==> src/rtl/wa_pkg.sv <==
package wa_pkg;
  typedef enum logic [1:0] {
    MT_UC = 2'b00,
    MT_WC = 2'b01,
    MT_WT = 2'b10,
    MT_WB = 2'b11
  } mem_type_e;

  function automatic logic mt_blocks(input logic [1:0] mt);
    return (mt == MT_UC) || (mt == MT_WC);
  endfunction
endpackage

==> src/rtl/wa_page_reg.sv <==
module wa_page_reg #(
  parameter int PN_W = 20
) (
  input  logic            clk_i,
  input  logic            rst_ni,
  input  logic            fill_i,
  input  logic [PN_W-1:0] fill_page_i,
  input  logic [PN_W-1:0] look_page_i,
  output logic            hit_o
);
  logic [PN_W-1:0] page_q;
  logic            vld_q;

  always_ff @(posedge clk_i or negedge rst_ni) begin
    if (!rst_ni) begin
      page_q <= '0;
      vld_q  <= 1'b0;
    end else if (fill_i) begin
      page_q <= fill_page_i;
      vld_q  <= 1'b1;
    end
  end

  assign hit_o = vld_q && (look_page_i == page_q);

  assert_page_load_R5: assert property (@(posedge clk_i) disable iff (!rst_ni)
    fill_i |=> (vld_q && page_q == $past(fill_page_i)));
  assert_page_hold_R5: assert property (@(posedge clk_i) disable iff (!rst_ni)
    !fill_i |=> $stable(page_q));
endmodule

==> src/rtl/wa_region_chk.sv <==
module wa_region_chk #(
  parameter int              ADDR_W    = 32,
  parameter int              LIM_W     = 7,
  parameter int              LIM_SHIFT = 22,
  parameter logic [ADDR_W-1:0] HOLE_LO = 32'h000A_0000,
  parameter logic [ADDR_W-1:0] HOLE_HI = 32'h000F_FFFF
) (
  input  logic [ADDR_W-1:0] addr_i,
  input  logic [LIM_W-1:0]  limit_i,
  output logic              lim_ok_o,
  output logic              in_hole_o
);
  localparam int UPW = ADDR_W - LIM_SHIFT;

  logic [UPW-1:0] up;
  logic           below;

  assign up = addr_i[ADDR_W-1:LIM_SHIFT];

  generate
    if (UPW >= LIM_W) begin : g_wide_addr
      assign below = UPW'(limit_i) > up;
    end else begin : g_wide_lim
      assign below = limit_i > LIM_W'(up);
    end
  endgenerate

  assign lim_ok_o  = (|limit_i) && below;
  assign in_hole_o = (addr_i >= HOLE_LO) && (addr_i <= HOLE_HI);
endmodule

==> src/rtl/wa_decide.sv <==
module wa_decide
  import wa_pkg::*;
#(
  parameter int ADDR_W    = 32,
  parameter int PAGE_BITS = 12,
  parameter int LIM_W     = 7,
  parameter int LIM_SHIFT = 22,
  parameter logic [ADDR_W-1:0] HOLE_LO = 32'h000A_0000,
  parameter logic [ADDR_W-1:0] HOLE_HI = 32'h000F_FFFF
) (
  input  logic                  clk_i,
  input  logic                  rst_ni,
  input  logic                  wr_req_i,
  input  logic [ADDR_W-1:0]     wr_addr_i,
  input  logic                  cache_dis_i,
  input  logic                  page_cd_i,
  input  logic                  test_inh_i,
  input  logic [1:0]            mem_type_i,
  input  logic                  sect_tag_hit_i,
  input  logic                  line_valid_i,
  input  logic [LIM_W-1:0]      alloc_limit_i,
  input  logic                  fill_done_i,
  input  logic [ADDR_W-PAGE_BITS-1:0] fill_page_i,
  output logic                  alloc_valid_o,
  output logic                  alloc_o
);
  localparam int PN_W = ADDR_W - PAGE_BITS;

  logic hard_inh, page_hit, sect_alloc, lim_ok, in_hole, alloc_d;
  logic vld_q, res_q, armed_q;

  wa_page_reg #(.PN_W(PN_W)) u_page (
    .clk_i      (clk_i),
    .rst_ni     (rst_ni),
    .fill_i     (fill_done_i),
    .fill_page_i(fill_page_i),
    .look_page_i(wr_addr_i[ADDR_W-1:PAGE_BITS]),
    .hit_o      (page_hit)
  );

  wa_region_chk #(
    .ADDR_W(ADDR_W), .LIM_W(LIM_W), .LIM_SHIFT(LIM_SHIFT),
    .HOLE_LO(HOLE_LO), .HOLE_HI(HOLE_HI)
  ) u_region (
    .addr_i   (wr_addr_i),
    .limit_i  (alloc_limit_i),
    .lim_ok_o (lim_ok),
    .in_hole_o(in_hole)
  );

  // hard inhibits are never overridden
  assign hard_inh   = cache_dis_i | page_cd_i | test_inh_i | mt_blocks(mem_type_i);
  assign sect_alloc = sect_tag_hit_i & ~line_valid_i;
  assign alloc_d    = ~hard_inh & (page_hit | sect_alloc | (lim_ok & ~in_hole));

  always_ff @(posedge clk_i or negedge rst_ni) begin
    if (!rst_ni) begin
      vld_q   <= 1'b0;
      res_q   <= 1'b0;
      armed_q <= 1'b0;
    end else begin
      vld_q   <= wr_req_i;
      res_q   <= wr_req_i & alloc_d;
      armed_q <= 1'b1;
    end
  end

  assign alloc_valid_o = vld_q;
  assign alloc_o       = res_q;

  assert_valid_follows_req_R10: assert property (@(posedge clk_i) disable iff (!rst_ni || !armed_q)
    alloc_valid_o == $past(wr_req_i));
  assert_alloc_qualified_R10: assert property (@(posedge clk_i) disable iff (!rst_ni)
    alloc_o |-> alloc_valid_o);
  assert_global_cd_R1: assert property (@(posedge clk_i) disable iff (!rst_ni || !armed_q)
    (alloc_valid_o && $past(cache_dis_i)) |-> !alloc_o);
  assert_page_cd_R2: assert property (@(posedge clk_i) disable iff (!rst_ni || !armed_q)
    (alloc_valid_o && $past(page_cd_i)) |-> !alloc_o);
  assert_test_inh_R3: assert property (@(posedge clk_i) disable iff (!rst_ni || !armed_q)
    (alloc_valid_o && $past(test_inh_i)) |-> !alloc_o);
  assert_mem_type_R4: assert property (@(posedge clk_i) disable iff (!rst_ni || !armed_q)
    (alloc_valid_o && !$past(mem_type_i[1])) |-> !alloc_o);
  assert_sector_R6: assert property (@(posedge clk_i) disable iff (!rst_ni || !armed_q)
    (alloc_valid_o && $past(sect_tag_hit_i && !line_valid_i && !hard_inh)) |-> alloc_o);
  assert_hole_R8: assert property (@(posedge clk_i) disable iff (!rst_ni || !armed_q)
    (alloc_valid_o && $past(in_hole && !page_hit && !sect_alloc)) |-> !alloc_o);
  assert_lim_zero_R7: assert property (@(posedge clk_i) disable iff (!rst_ni || !armed_q)
    (alloc_valid_o && $past(alloc_limit_i == '0 && !page_hit && !sect_alloc)) |-> !alloc_o);
endmodule

==> config.mk <==
export PLATFORM = sky130hd
export DESIGN_NAME = wa_decide
export DESIGN_NICKNAME = d
export VERILOG_FILES = /design/src/rtl/wa_pkg.sv /design/src/rtl/wa_page_reg.sv /design/src/rtl/wa_region_chk.sv /design/src/rtl/wa_decide.sv
export SDC_FILE = /design/constraint.sdc
export NUM_CORES = 1
export LEC_CHECK = 0
export ABC_AREA = 1
export BUFFER_PORTS_ARGS = -buffer_cell sky130_fd_sc_hd__buf_2
export CELL_PAD_IN_SITES_DETAIL_PLACEMENT = 1
export CELL_PAD_IN_SITES_GLOBAL_PLACEMENT = 2
export CORE_MARGIN = 2
export CORE_UTILIZATION = 23
export DETAILED_ROUTE_END_ITERATION = 10
export GPL_ROUTABILITY_DRIVEN = 1
export GPL_TIMING_DRIVEN = 1
export PLACE_DENSITY_LB_ADDON = 0.1
export SLEW_MARGIN = 20
export SYNTH_ARGS = -nofsm -noshare
export SYNTH_HDL_FRONTEND = slang
export SYNTH_SLANG_ARGS = --single-unit
==> constraint.sdc <==
create_clock -name clk_i -period 1.04 [get_ports clk_i]
set_input_delay 0.208 -clock clk_i [delete_from_list [all_inputs] [get_ports clk_i]]
set_output_delay 0.208 -clock clk_i [all_outputs]
set_load 0.01 [all_outputs]
==> results.md, run 1 <==
- Run status: finished, violations left
- Failing checks: negative setup slack
- Length of the first detailed-routing pass in iterations: 3
- Leakage power of the design: 1.344 nW
- Top-level I/O count: 72
- WHS: 0.06278 ns
- RD Place Congestion: 0.7350
- Critical path endpoint category: register
- Synthesized instance count: 239
- Half-perimeter wire length of the detailed placement result: 3.814 mm
- Height of the die: 85.67 um
- Slew headroom: 81.37%
- Antenna viol nets, final: 0
- Share of the clock period used by the worst path after layout: 106.8%
- Worst Path Buf+Inv: 3
- Detailed-routed wire length on met2: 2.130 mm
- Post-synthesis sequential area ratio: 37.52%
- Crit Path Class: reg2reg
- Clock buffer depth: 2
- Time the final worst path needs with I/O delays and setup: 1.111 ns
- Max-capacitance violation count: 0
- Req. time, crit path: 1.20 ns
- Number of storage elements in the synthesis netlist: 23
- Highest signal layer in the routed design: met4
- Starting Density: 24.02%
- Worst setup SP type: register
- Count of buffers from port buffering: 58
- Non-Filler Cell Area, Final: 0.002345 sq mm
- Number of pins with negative max-slew slack in the final report: 0
- Clock edge transition at the registers on the reported setup and hold paths: 0.09 ns
- Die footprint: 0.007338 sq mm
- Met1 wire length: 2.065 mm
- Count of endpoints failing hold in the final timing report: 0
- Pwr Density: 971.6 mW/mm^2
- Nets: 410
- First-pass GRT wire length: 7.403 mm
- Cells along the critical path: inv_1 > nand2_1 > o21ai_0 > inv_1 > nand2_1 > nor2_1 > nand3_1 > nand3_1 > nand2_1 > inv_1
- Synth Area per Inst: 6.418 sq um
- ANT cells: 0
- Share of final-layout standard cells stronger than drive strength 1: 35.84%
- Syn-to-layout area delta: 52.85%
- Cell at the slowest stage of the critical path: sky130_fd_sc_hd__dfrtp_1
- Vias after detailed routing: 1651
- DR DRC count: 0
- Global-route usage over all layers: 12.88%
- Minimum setup slack in the final design: -0.07060 ns
- Number of sinks on the clock net: 23
- Largest net degree at the start of global routing: 24
- Post-route setup TNS: -0.07060 ns
- Top delay family on crit path: flip-flops
- Crit-path max cell delay: 0.39 ns
- Number of buffers added for setup after CTS: 0
- Cell Area, Synth: 0.001534 sq mm
- Setup repair after global routing missed its margin: true
- Detailed-route wire length: 4.436 mm
- Switching power: 685.5 uW
- Vias in the first global route: 1708
- Part of the power in combinational logic: 31.1%
- Width of the die: 85.67 um
- Syn_nets: 316
- Endpoints failing setup: 1
- Maximum clock skew at final layout: 0.005968 ns
- Number of antenna violations at the first check in global routing: 0
- Vias per cell: 4.037
- Maximum clock frequency: 0.9004 GHz
- Clock latency of the later-clocked register in the worst-skew pair: 0.26 ns
- R2R setup slack: -0.07 ns
- Share of total power consumed by net switching: 30.09%
- YS warnings: 0
- Max rail drop VDD: 401.9 uV
- Cell internal power dissipation: 1.593 mW
- Actual transition at the worst max-transition pin: 0.2774 ns
- Power after layout: 2.278 mW
- Yosys cell types: 18
- Maximum fanout along the worst path: 2
- Floorplan core area: 0.006386 sq mm
- Count of routing violations after the opening detailed-route iteration: 16
- Root Driver: sky130_fd_sc_hd__clkbuf_8
- Amount of wire on met3 after detailed routing: 212 um
- Number of filler cells placed in the layout: 843
- Residual overflow from global routing: 0
- Class of the worst hold path: in2reg
- Routed length per placed instance: 10.85 um
- Cell area reported after detailed placement: 0.002277 sq mm
- Clock tree from TritonCTS: yes
- Row Count: 29
- Max H-tree Level: 1
- Portion of total power attributed to the clock network: 24.8%
- Clock buffer count from CTS: 3
- Arrival time worst endpoint: 1.27 ns
- Part of the power in registers: 44.0%
registers in the layout, summed over array words and instances (netlist names):
signal and flops:
alloc_valid_o 1, u_page.vld_q 1, alloc_o 1, u_page.page_q 20
what timing repair did:
| action | CTS | global route |
|---|---|---|
| resized for setup | 2 | 1 |
| pin swaps | 5 | 2 |
| cloned | 0 | 0 |
| endpoints found under the setup margin | 1 | 2 |
| hold endpoints to repair | 23 | 0 |
| hold buffers | 1 | 0 |
logic make-up (layout without fill, tap and decap cells):
kind of cell             Yosys count  in the layout  synth area share, %
AO/OA/AOI/OAI                     19             19                6.198
XOR/XNOR                           2              2                1.142
adder cells (fa/ha/maj)            7              7                5.709
buffers and inverters             51            144                12.72
flip-flops                        23             23                37.52
AND/OR/NAND/NOR                  137            137                36.70
cell usage after synthesis:
cell type	n	area (sq um)
sky130_fd_sc_hd__ha_1	7	87.58
sky130_fd_sc_hd__nand2_8	1	20.02
sky130_fd_sc_hd__nand3_1	5	25.02
sky130_fd_sc_hd__nor3_1	3	15.01
sky130_fd_sc_hd__xnor2_1	2	17.52
sky130_fd_sc_hd__or2_1	1	6.260
sky130_fd_sc_hd__a21oi_1	1	5.000
sky130_fd_sc_hd__buf_2	3	15.01
sky130_fd_sc_hd__nor4_4	1	21.27
sky130_fd_sc_hd__nor2_1	21	78.83
sky130_fd_sc_hd__o21ai_1	17	85.08
sky130_fd_sc_hd__nand2_1	104	390.4
sky130_fd_sc_hd__o21ai_0	1	5.000
sky130_fd_sc_hd__inv_1	38	142.6
sky130_fd_sc_hd__inv_2	9	33.78
sky130_fd_sc_hd__nand2_2	1	6.260
sky130_fd_sc_hd__clkbuf_1	1	3.750
sky130_fd_sc_hd__dfrtp_1	23	575.6
cell type report:
| cell class | instances | area [sq um] | share of cell area [%] |
|---|---|---|---|
| Tap cell | 77 | 96.34 | 4.109 |
| Timing Repair Buffer | 93 | 586.8 | 25.03 |
| Multi-Input combinational cell | 165 | 838.3 | 35.75 |
| Clock buffer | 3 | 41.29 | 1.761 |
| Sequential cell | 23 | 575.6 | 24.55 |
| Clock inverter | 1 | 5.005 | 0.2134 |
| Inverter | 47 | 201.4 | 8.591 |
layer usage:
layer  global-route usage [%]  vias up
li1                         -      893
met1                    16.50      721
met2                    22.44       35
met3                    2.117        2
met4                    3.463        0
met5                        0        -
metrics by stage:
step | setup WS [ns] | cells | util, %
floorplan | -0.03136 | 239 | -
global placement | -0.2861 | 404 | 35.66
detailed placement | -0.3301 | 404 | 35.66
CTS | -0.1075 | 409 | 36.62
global route | -0.2830 | 409 | 36.72
finish | -0.07060 | 409 | 36.72
power by group through the flow:
stage / Combinational [mW] / Sequential, mW / Clock [mW]
finish: 0.709 / 1.00 / 0.566
global route: 0.816 / 1.01 / 0.647
CTS: 0.731 / 1.01 / 0.605
detailed placement: 0.718 / 1.02 / 0
global placement: 0.709 / 1.02 / 0
floorplan: 0.326 / 1.01 / 0
path summary, 6_finish.rpt:
path	depth (start not counted)	endpoint	startpoint
max	10	alloc_o	u_page.page_q[17]
min	1	alloc_valid_o	wr_req_i
max reg2reg	10	alloc_o	u_page.page_q[17]
min reg2reg	1	u_page.vld_q	u_page.vld_q
max in group asynchronous	3	alloc_o	rst_ni
min in group asynchronous	3	u_page.page_q[4]	rst_ni
cell usage in the layout, fill, tap and decap left out:
master / Yosys / routed
sky130_fd_sc_hd__or2_1: 1 / 1
sky130_fd_sc_hd__clkbuf_8: 0 / 3
sky130_fd_sc_hd__inv_4: 0 / 2
sky130_fd_sc_hd__dlygate4sd3_1: 0 / 1
sky130_fd_sc_hd__nor2_2: 0 / 3
sky130_fd_sc_hd__nor3_1: 3 / 3
sky130_fd_sc_hd__inv_8: 0 / 1
sky130_fd_sc_hd__o21ai_1: 17 / 17
sky130_fd_sc_hd__inv_1: 38 / 37
sky130_fd_sc_hd__ha_4: 0 / 5
sky130_fd_sc_hd__a21oi_1: 1 / 1
sky130_fd_sc_hd__buf_12: 0 / 2
sky130_fd_sc_hd__inv_2: 9 / 6
sky130_fd_sc_hd__inv_12: 0 / 1
sky130_fd_sc_hd__buf_6: 0 / 1
sky130_fd_sc_hd__clkinv_2: 0 / 1
sky130_fd_sc_hd__nor4_4: 1 / 1
sky130_fd_sc_hd__buf_4: 0 / 32
sky130_fd_sc_hd__nand2_8: 1 / 1
sky130_fd_sc_hd__dfrtp_1: 23 / 23
sky130_fd_sc_hd__xnor2_1: 2 / 2
sky130_fd_sc_hd__o21ai_0: 1 / 1
sky130_fd_sc_hd__nand3_1: 5 / 5
sky130_fd_sc_hd__buf_2: 3 / 57
sky130_fd_sc_hd__nand2_2: 1 / 3
sky130_fd_sc_hd__ha_1: 7 / 2
sky130_fd_sc_hd__nor2_1: 21 / 18
sky130_fd_sc_hd__nand2_1: 104 / 102
Note: power is estimated with default switching activity, not from simulation.
==> run 2, diff against run 1 <==
==> constraint.sdc (replaced) <==
create_clock -name clk_i -period 1.1 [get_ports clk_i]
set_input_delay 0.22 -clock clk_i [delete_from_list [all_inputs] [get_ports clk_i]]
set_output_delay 0.22 -clock clk_i [all_outputs]
set_load 0.01 [all_outputs]
==> results.md, run 2 (synthesis gave the netlist of run 1 again) <==
- Run status: finished, violations left
- Failing checks: negative setup slack
- Endpoints failing setup: 1 (unchanged)
- Detailed-route wire length: 4.389 mm (-1.1%)
- Global-route usage over all layers: 12.96% (+0.081 points)
- Actual transition at the worst max-transition pin: 0.3303 ns (+0.05294 ns)
- Cell area reported after detailed placement: 0.002105 sq mm (-7.6%)
- Largest net degree at the start of global routing: 24 (unchanged)
- Register bank with the most flops: u_page.page_q
- DR DRC count: 0 (unchanged)
- Minimum setup slack in the final design: -0.01536 ns (+0.05524 ns)
- Req. time, crit path: 1.32 ns (+0.12 ns)
- Length of the first detailed-routing pass in iterations: 4 (+1)
- Arrival time worst endpoint: 1.33 ns (+0.06 ns)
- Die footprint: 0.007338 sq mm (unchanged)
- Max H-tree Level: 1 (unchanged)
- Top-level I/O count: 72 (unchanged)
- Row Count: 29 (unchanged)
- ANT cells: 0 (unchanged)
- Starting Density: 24.02% (unchanged)
- Number of antenna violations at the first check in global routing: 0 (unchanged)
- Pwr Density: 957.9 mW/mm^2 (-1.4%)
- Leading cell type in the layout, fill and taps excluded: sky130_fd_sc_hd__nand2_1
- WHS: 0.06276 ns (-0.00001720 ns)
- Worst setup SP type: register
- Share of the clock period used by the worst path after layout: 101.4% (-5.4 points)
- Setup repair after global routing missed its margin: true
- Count of endpoints failing hold in the final timing report: 0 (unchanged)
- Residual overflow from global routing: 0 (unchanged)
- RD Place Congestion: 0.7067 (-3.9%)
- Post-Place Worst Slack: -0.2552 ns (+0.07491 ns)
- Half-perimeter wire length of the detailed placement result: 3.705 mm (-2.9%)
- Floorplan core area: 0.006386 sq mm (unchanged)
- Syn-to-layout area delta: 42.25%
- Antenna viol nets, final: 0 (unchanged)
- Number of filler cells placed in the layout: 836 (-0.83%)
- Maximum fanout along the worst path: 2 (unchanged)
- Root Driver: sky130_fd_sc_hd__clkbuf_8
- Clock latency of the later-clocked register in the worst-skew pair: 0.27 ns (about the same)
- Clock buffer depth: 2 (unchanged)
- Count of routing violations after the opening detailed-route iteration: 28 (+12)
- Maximum clock skew at final layout: 0.003695 ns (-0.002273 ns)
- Filler-free cell count of the finished design: 392 (-4.2%)
- Time the final worst path needs with I/O delays and setup: 1.115 ns (+0.004765 ns)
- Final design utilization: 34.17% (-2.5 points)
- Leakage power of the design: 1.248 nW (-7.1%)
- Width of the die: 85.67 um (unchanged)
- Power after layout: 2.090 mW (-8.2%)
- Share of final-layout standard cells stronger than drive strength 1: 34.29% (-1.6 points)
- Number of sinks on the clock net: 23 (unchanged)
- Max-capacitance violation count: 0 (unchanged)
- Crit Path Class: reg2reg
- Vias after detailed routing: 1601 (-3.0%)
- Critical path endpoint category: register
- Post-route setup TNS: -0.01536 ns (+0.05524 ns)
- Count of buffers from port buffering: 58 (unchanged)
- Number of flip-flops in the largest register: 20 (unchanged)
- Class of the worst hold path: in2reg
- Number of pins with negative max-slew slack in the final report: 0 (unchanged)
- Nets: 393 (-4.1%)
- Max rail drop VDD: 382.5 uV (-4.8%)
- Clock tree from TritonCTS: yes
- Vias per cell: 4.084 (+1.2%)
- Number of placed instances, taps included: 386 (-4.5%)
- Highest-count cells in the layout ignoring fill and taps: 99 x sky130_fd_sc_hd__nand2_1, 58 x sky130_fd_sc_hd__buf_2, 34 x sky130_fd_sc_hd__inv_1
- Slew headroom: 77.81% (-3.6 points)
- Height of the die: 85.67 um (unchanged)
- Routed length per placed instance: 11.20 um (+3.2%)
- Vias in the first global route: 1698 (-0.59%)
- Maximum clock frequency: 0.8966 GHz (-0.43%)
- Clock edge transition at the registers on the reported setup and hold paths: 0.09 ns (about the same)
- Non-Filler Cell Area, Final: 0.002182 sq mm (-6.9%)
- First-pass GRT wire length: 7.445 mm (+0.57%)
- Clock buffer count from CTS: 3 (unchanged)
[run 2: changes by cell type in the layout (fill, tap and decap cells not counted), moves of 2 or more]
cell / previous run / this run
sky130_fd_sc_hd__buf_4: 32 / 16
sky130_fd_sc_hd__inv_2: 6 / 13
sky130_fd_sc_hd__inv_1: 37 / 34
sky130_fd_sc_hd__nand2_1: 102 / 99
sky130_fd_sc_hd__nand2_2: 3 / 6
sky130_fd_sc_hd__inv_4: 2 / 0
[run 2: what timing repair did]
item,in CTS,in global routing
buffers inserted,0,1
endpoints found under the hold margin,23,0
endpoints found under the setup margin,1,1
gates resized for setup,1,8
pin swaps,11,11
gates cloned,0,0
hold buffers,1,0
[run 2: worst max-delay path, cell delays in order (launching register included)]
cell	delay, ns
sky130_fd_sc_hd__dfrtp_1	0.40
sky130_fd_sc_hd__inv_2	0.05
sky130_fd_sc_hd__nand2_2	0.04
sky130_fd_sc_hd__nand2_1	0.04
sky130_fd_sc_hd__nor2_1	0.10
sky130_fd_sc_hd__nand2_1	0.07
sky130_fd_sc_hd__nor2_1	0.11
sky130_fd_sc_hd__nand3_1	0.08
sky130_fd_sc_hd__nand3_1	0.07
sky130_fd_sc_hd__nand2_1	0.05
sky130_fd_sc_hd__inv_1	0.05
[run 2: cell type report]
class                           instances  area (sq um)  area share (%)
Clock buffer                            4         45.04           2.064
Inverter                               47         176.4           8.085
Multi-Input combinational cell        165         848.3           38.88
Sequential cell                        23         575.6           26.38
Tap cell                               77         96.34           4.415
Timing Repair Buffer                   76         440.4           20.18
[run 2: worst paths after layout]
| path | start | to | slack, ns | cells after the start |
|---|---|---|---|---|
| max reg2reg | u_page.page_q[15] | alloc_o | -0.02 | 10 |
| min in group asynchronous | rst_ni | u_page.page_q[4] | 0.41 | 3 |
| max | u_page.page_q[15] | alloc_o | -0.02 | 10 |
| min reg2reg | u_page.vld_q | u_page.vld_q | 0.47 | 1 |
| min | wr_req_i | alloc_valid_o | 0.06 | 1 |
| max in group asynchronous | rst_ni | u_page.page_q[12] | 0.54 | 3 |
[run 2: metal layers]
metal	vias up	wire (um)	GRT usage, %
li1	857	-	-
met1	702	2051	16.50
met2	37	2041	22.16
met3	5	236	2.310
met4	0	60	4.329
met5	-	0	0
[run 2: power by group]
group	switching, mW	total, mW	leakage [nW]	internal (mW)
combinational	0.313	0.587	0.948	0.274
sequential	0.0387	0.951	0.277	0.913
clock	0.293	0.552	0.0228	0.259
total	0.644	2.09	1.25	1.45
==> run 3, diff against run 2 <==
--- a/config.mk
+++ b/config.mk
@@ -15,6 +15,7 @@
 export GPL_ROUTABILITY_DRIVEN = 1
 export GPL_TIMING_DRIVEN = 1
 export PLACE_DENSITY_LB_ADDON = 0.1
+export SETUP_SLACK_MARGIN = 0.15
 export SLEW_MARGIN = 20
 export SYNTH_ARGS = -nofsm -noshare
 export SYNTH_HDL_FRONTEND = slang
==> results.md, run 3 (synthesis gave the netlist of run 1 again) <==
- Run status: finished, violations left
- Failing checks: negative setup slack
- Routed length per placed instance: 11.46 um (+2.4%)
- Met3 routing resource usage after global routing: 1.732% (-0.58 points)
- WHS: 0.06375 ns (+0.0009932 ns)
- Nets: 403 (+2.5%)
- Time the final worst path needs with I/O delays and setup: 1.131 ns (+0.01537 ns)
- Share of the clock period used by the worst path after layout: 102.8% (+1.4 points)
- Pwr Density: 933.5 mW/mm^2 (-2.6%)
- Maximum clock skew at final layout: 0.003196 ns (-0.0004982 ns)
- Number of pins with negative max-slew slack in the final report: 0 (unchanged)
- Max-capacitance violation count: 0 (unchanged)
- Max rail drop VDD: 415.7 uV (+8.7%)
- DR DRC count: 0 (unchanged)
- Actual transition at the worst max-transition pin: 0.2736 ns (-0.05666 ns)
- Slew headroom: 81.62% (+3.8 points)
- Setup repair after global routing missed its margin: true
- Count of buffers from port buffering: 58 (unchanged)
- First-pass GRT wire length: 7.493 mm (+0.64%)
- Class of the worst hold path: in2reg
- Leakage power of the design: 1.314 nW (+5.3%)
- Clock buffer count from CTS: 3 (unchanged)
- Maximum fanout along the worst path: 2 (unchanged)
- Clock edge transition at the registers on the reported setup and hold paths: 0.09 ns (about the same)
- Antenna viol nets, final: 0 (unchanged)
- Row Count: 29 (unchanged)
- Critical path endpoint category: register
- Root Driver: sky130_fd_sc_hd__clkbuf_8
- Met2 Use GR: 22.30% (+0.14 points)
- Largest net degree at the start of global routing: 24 (unchanged)
- Top-level I/O count: 72 (unchanged)
- Filler-free cell count of the finished design: 402 (+2.6%)
- Busiest grt layer: met2
- Floorplan core area: 0.006386 sq mm (unchanged)
- Register bank with the most flops: u_page.page_q
- Starting Density: 24.02% (unchanged)
- ANT cells: 0 (unchanged)
- Highest-count cells in the layout ignoring fill and taps: 100 x sky130_fd_sc_hd__nand2_1, 58 x sky130_fd_sc_hd__buf_2, 36 x sky130_fd_sc_hd__inv_1
- Height of the die: 85.67 um (unchanged)
- Length of the first detailed-routing pass in iterations: 4 (unchanged)
- Clock tree from TritonCTS: yes
- Non-Filler Cell Area, Final: 0.002306 sq mm (+5.7%)
- Post-route setup TNS: -0.03073 ns (-0.01537 ns)
- Number of antenna violations at the first check in global routing: 0 (unchanged)
- Clock latency of the later-clocked register in the worst-skew pair: 0.27 ns (about the same)
- Width of the die: 85.67 um (unchanged)
- Endpoints failing setup: 1 (unchanged)
- Share of final-layout standard cells stronger than drive strength 1: 36.62% (+2.3 points)
- Count of endpoints failing hold in the final timing report: 0 (unchanged)
- Syn-to-layout area delta: 50.33%
- Minimum setup slack in the final design: -0.03073 ns (-0.01537 ns)
- Half-perimeter wire length of the detailed placement result: 3.897 mm (+5.2%)
- Detailed-route wire length: 4.607 mm (+5.0%)
- Maximum clock frequency: 0.8844 GHz (-1.4%)
- Count of routing violations after the opening detailed-route iteration: 25 (-11%)
- Number of flip-flops in the largest register: 20 (unchanged)
- Vias per cell: 4.192 (+2.6%)
- Clock buffer depth: 2 (unchanged)
- Global routing met1 resource utilization: 17.22% (+0.72 points)
- Max H-tree Level: 1 (unchanged)
- Arrival time worst endpoint: 1.35 ns (+0.02 ns)
- Vias in the first global route: 1717 (+1.1%)
- Leading cell type in the layout, fill and taps excluded: sky130_fd_sc_hd__nand2_1
- Req. time, crit path: 1.32 ns (about the same)
- Vias after detailed routing: 1685 (+5.2%)
- Worst setup SP type: register
- Die footprint: 0.007338 sq mm (unchanged)
- RD Place Congestion: 0.7268 (+2.8%)
- Number of sinks on the clock net: 23 (unchanged)
- Crit Path Class: reg2reg
- Residual overflow from global routing: 0 (unchanged)
- Global-route usage over all layers: 13.03% (+0.063 points)
- Number of placed instances, taps included: 396 (+2.6%)
- Cell area reported after detailed placement: 0.002217 sq mm (+5.4%)
## run 3: cell types whose count changed in the layout (fill, tap and decap cells not counted), moves of 2 or more
| cell | before | now |
|---|---|---|
| sky130_fd_sc_hd__nand3_2 | 0 | 2 |
| sky130_fd_sc_hd__buf_4 | 16 | 25 |
| sky130_fd_sc_hd__inv_2 | 13 | 7 |
| sky130_fd_sc_hd__inv_1 | 34 | 36 |
| sky130_fd_sc_hd__nand3_1 | 5 | 3 |
| sky130_fd_sc_hd__inv_4 | 0 | 2 |
## run 3: through the flow
| stage | worst slack (ns) | util (%) | power, mW |
|---|---|---|---|
| 5_1_grt | -0.1506 | 36.11 | 2.320 |
| 2_1_floorplan | 0.01664 | - | 1.268 |
| 3_3_place_gp | -0.2425 | 34.72 | 1.596 |
| 3_5_place_dp | -0.2595 | 34.72 | 1.611 |
| 4_1_cts | -0.06227 | 35.64 | 2.185 |
| 6_report | -0.03073 | 36.11 | 2.153 |
## run 3: worst max-delay path, cell delays in order (launching register included)
cell	delay (ns)
sky130_fd_sc_hd__dfrtp_1	0.37
sky130_fd_sc_hd__inv_2	0.05
sky130_fd_sc_hd__nand2_2	0.06
sky130_fd_sc_hd__nand2_2	0.06
sky130_fd_sc_hd__nor2_2	0.11
sky130_fd_sc_hd__nand2_1	0.06
sky130_fd_sc_hd__nor2_1	0.12
sky130_fd_sc_hd__nand3_2	0.10
sky130_fd_sc_hd__nand3_2	0.06
sky130_fd_sc_hd__nand2_1	0.04
sky130_fd_sc_hd__inv_1	0.05
## run 3: cell type report
type,instances,area (sq um)
clock buffers,3,41.29
clock inverters,1,5.005
fillers,835,4080
inverters,47,201.4
multi-input cells,165,858.3
flip-flops and latches,23,575.6
well taps,77,96.34
repair buffers,86,528.0
## run 3: where the power goes
group / switching (mW) / total (mW) / internal (mW)
Clock: 0.299 / 0.553 / 0.254
Sequential: 0.0370 / 0.950 / 0.913
Combinational: 0.337 / 0.650 / 0.314
## run 3: final timing paths
kind	slack (ns)	startpoint	cells after the start	to
max in group asynchronous	0.54	rst_ni	3	u_page.page_q[0]
min in group asynchronous	0.41	rst_ni	3	u_page.page_q[4]
hold / removal	0.06	wr_req_i	1	alloc_valid_o
setup reg to reg	-0.03	u_page.page_q[10]	10	alloc_o
setup / recovery	-0.03	u_page.page_q[10]	10	alloc_o
hold reg to reg	0.48	u_page.vld_q	1	u_page.vld_q
## run 3: routing by layer
| layer | vias up | part of all wire [%] |
|---|---|---|
| met4 | 0 | 0.98 |
| met1 | 757 | 48 |
| met2 | 39 | 47 |
| li1 | 885 | - |
| met5 | - | 0 |
| met3 | 4 | 4.3 |
## run 3: what timing repair did
item | 4_1_cts | 5_1_grt
gates cloned | 0 | 0
resized for setup | 1 | 8
hold endpoints to repair | 23 | 0
pin swaps | 5 | 9
setup endpoints to repair | 3 | 3
setup buffers | 0 | 1
hold buffers | 1 | 0
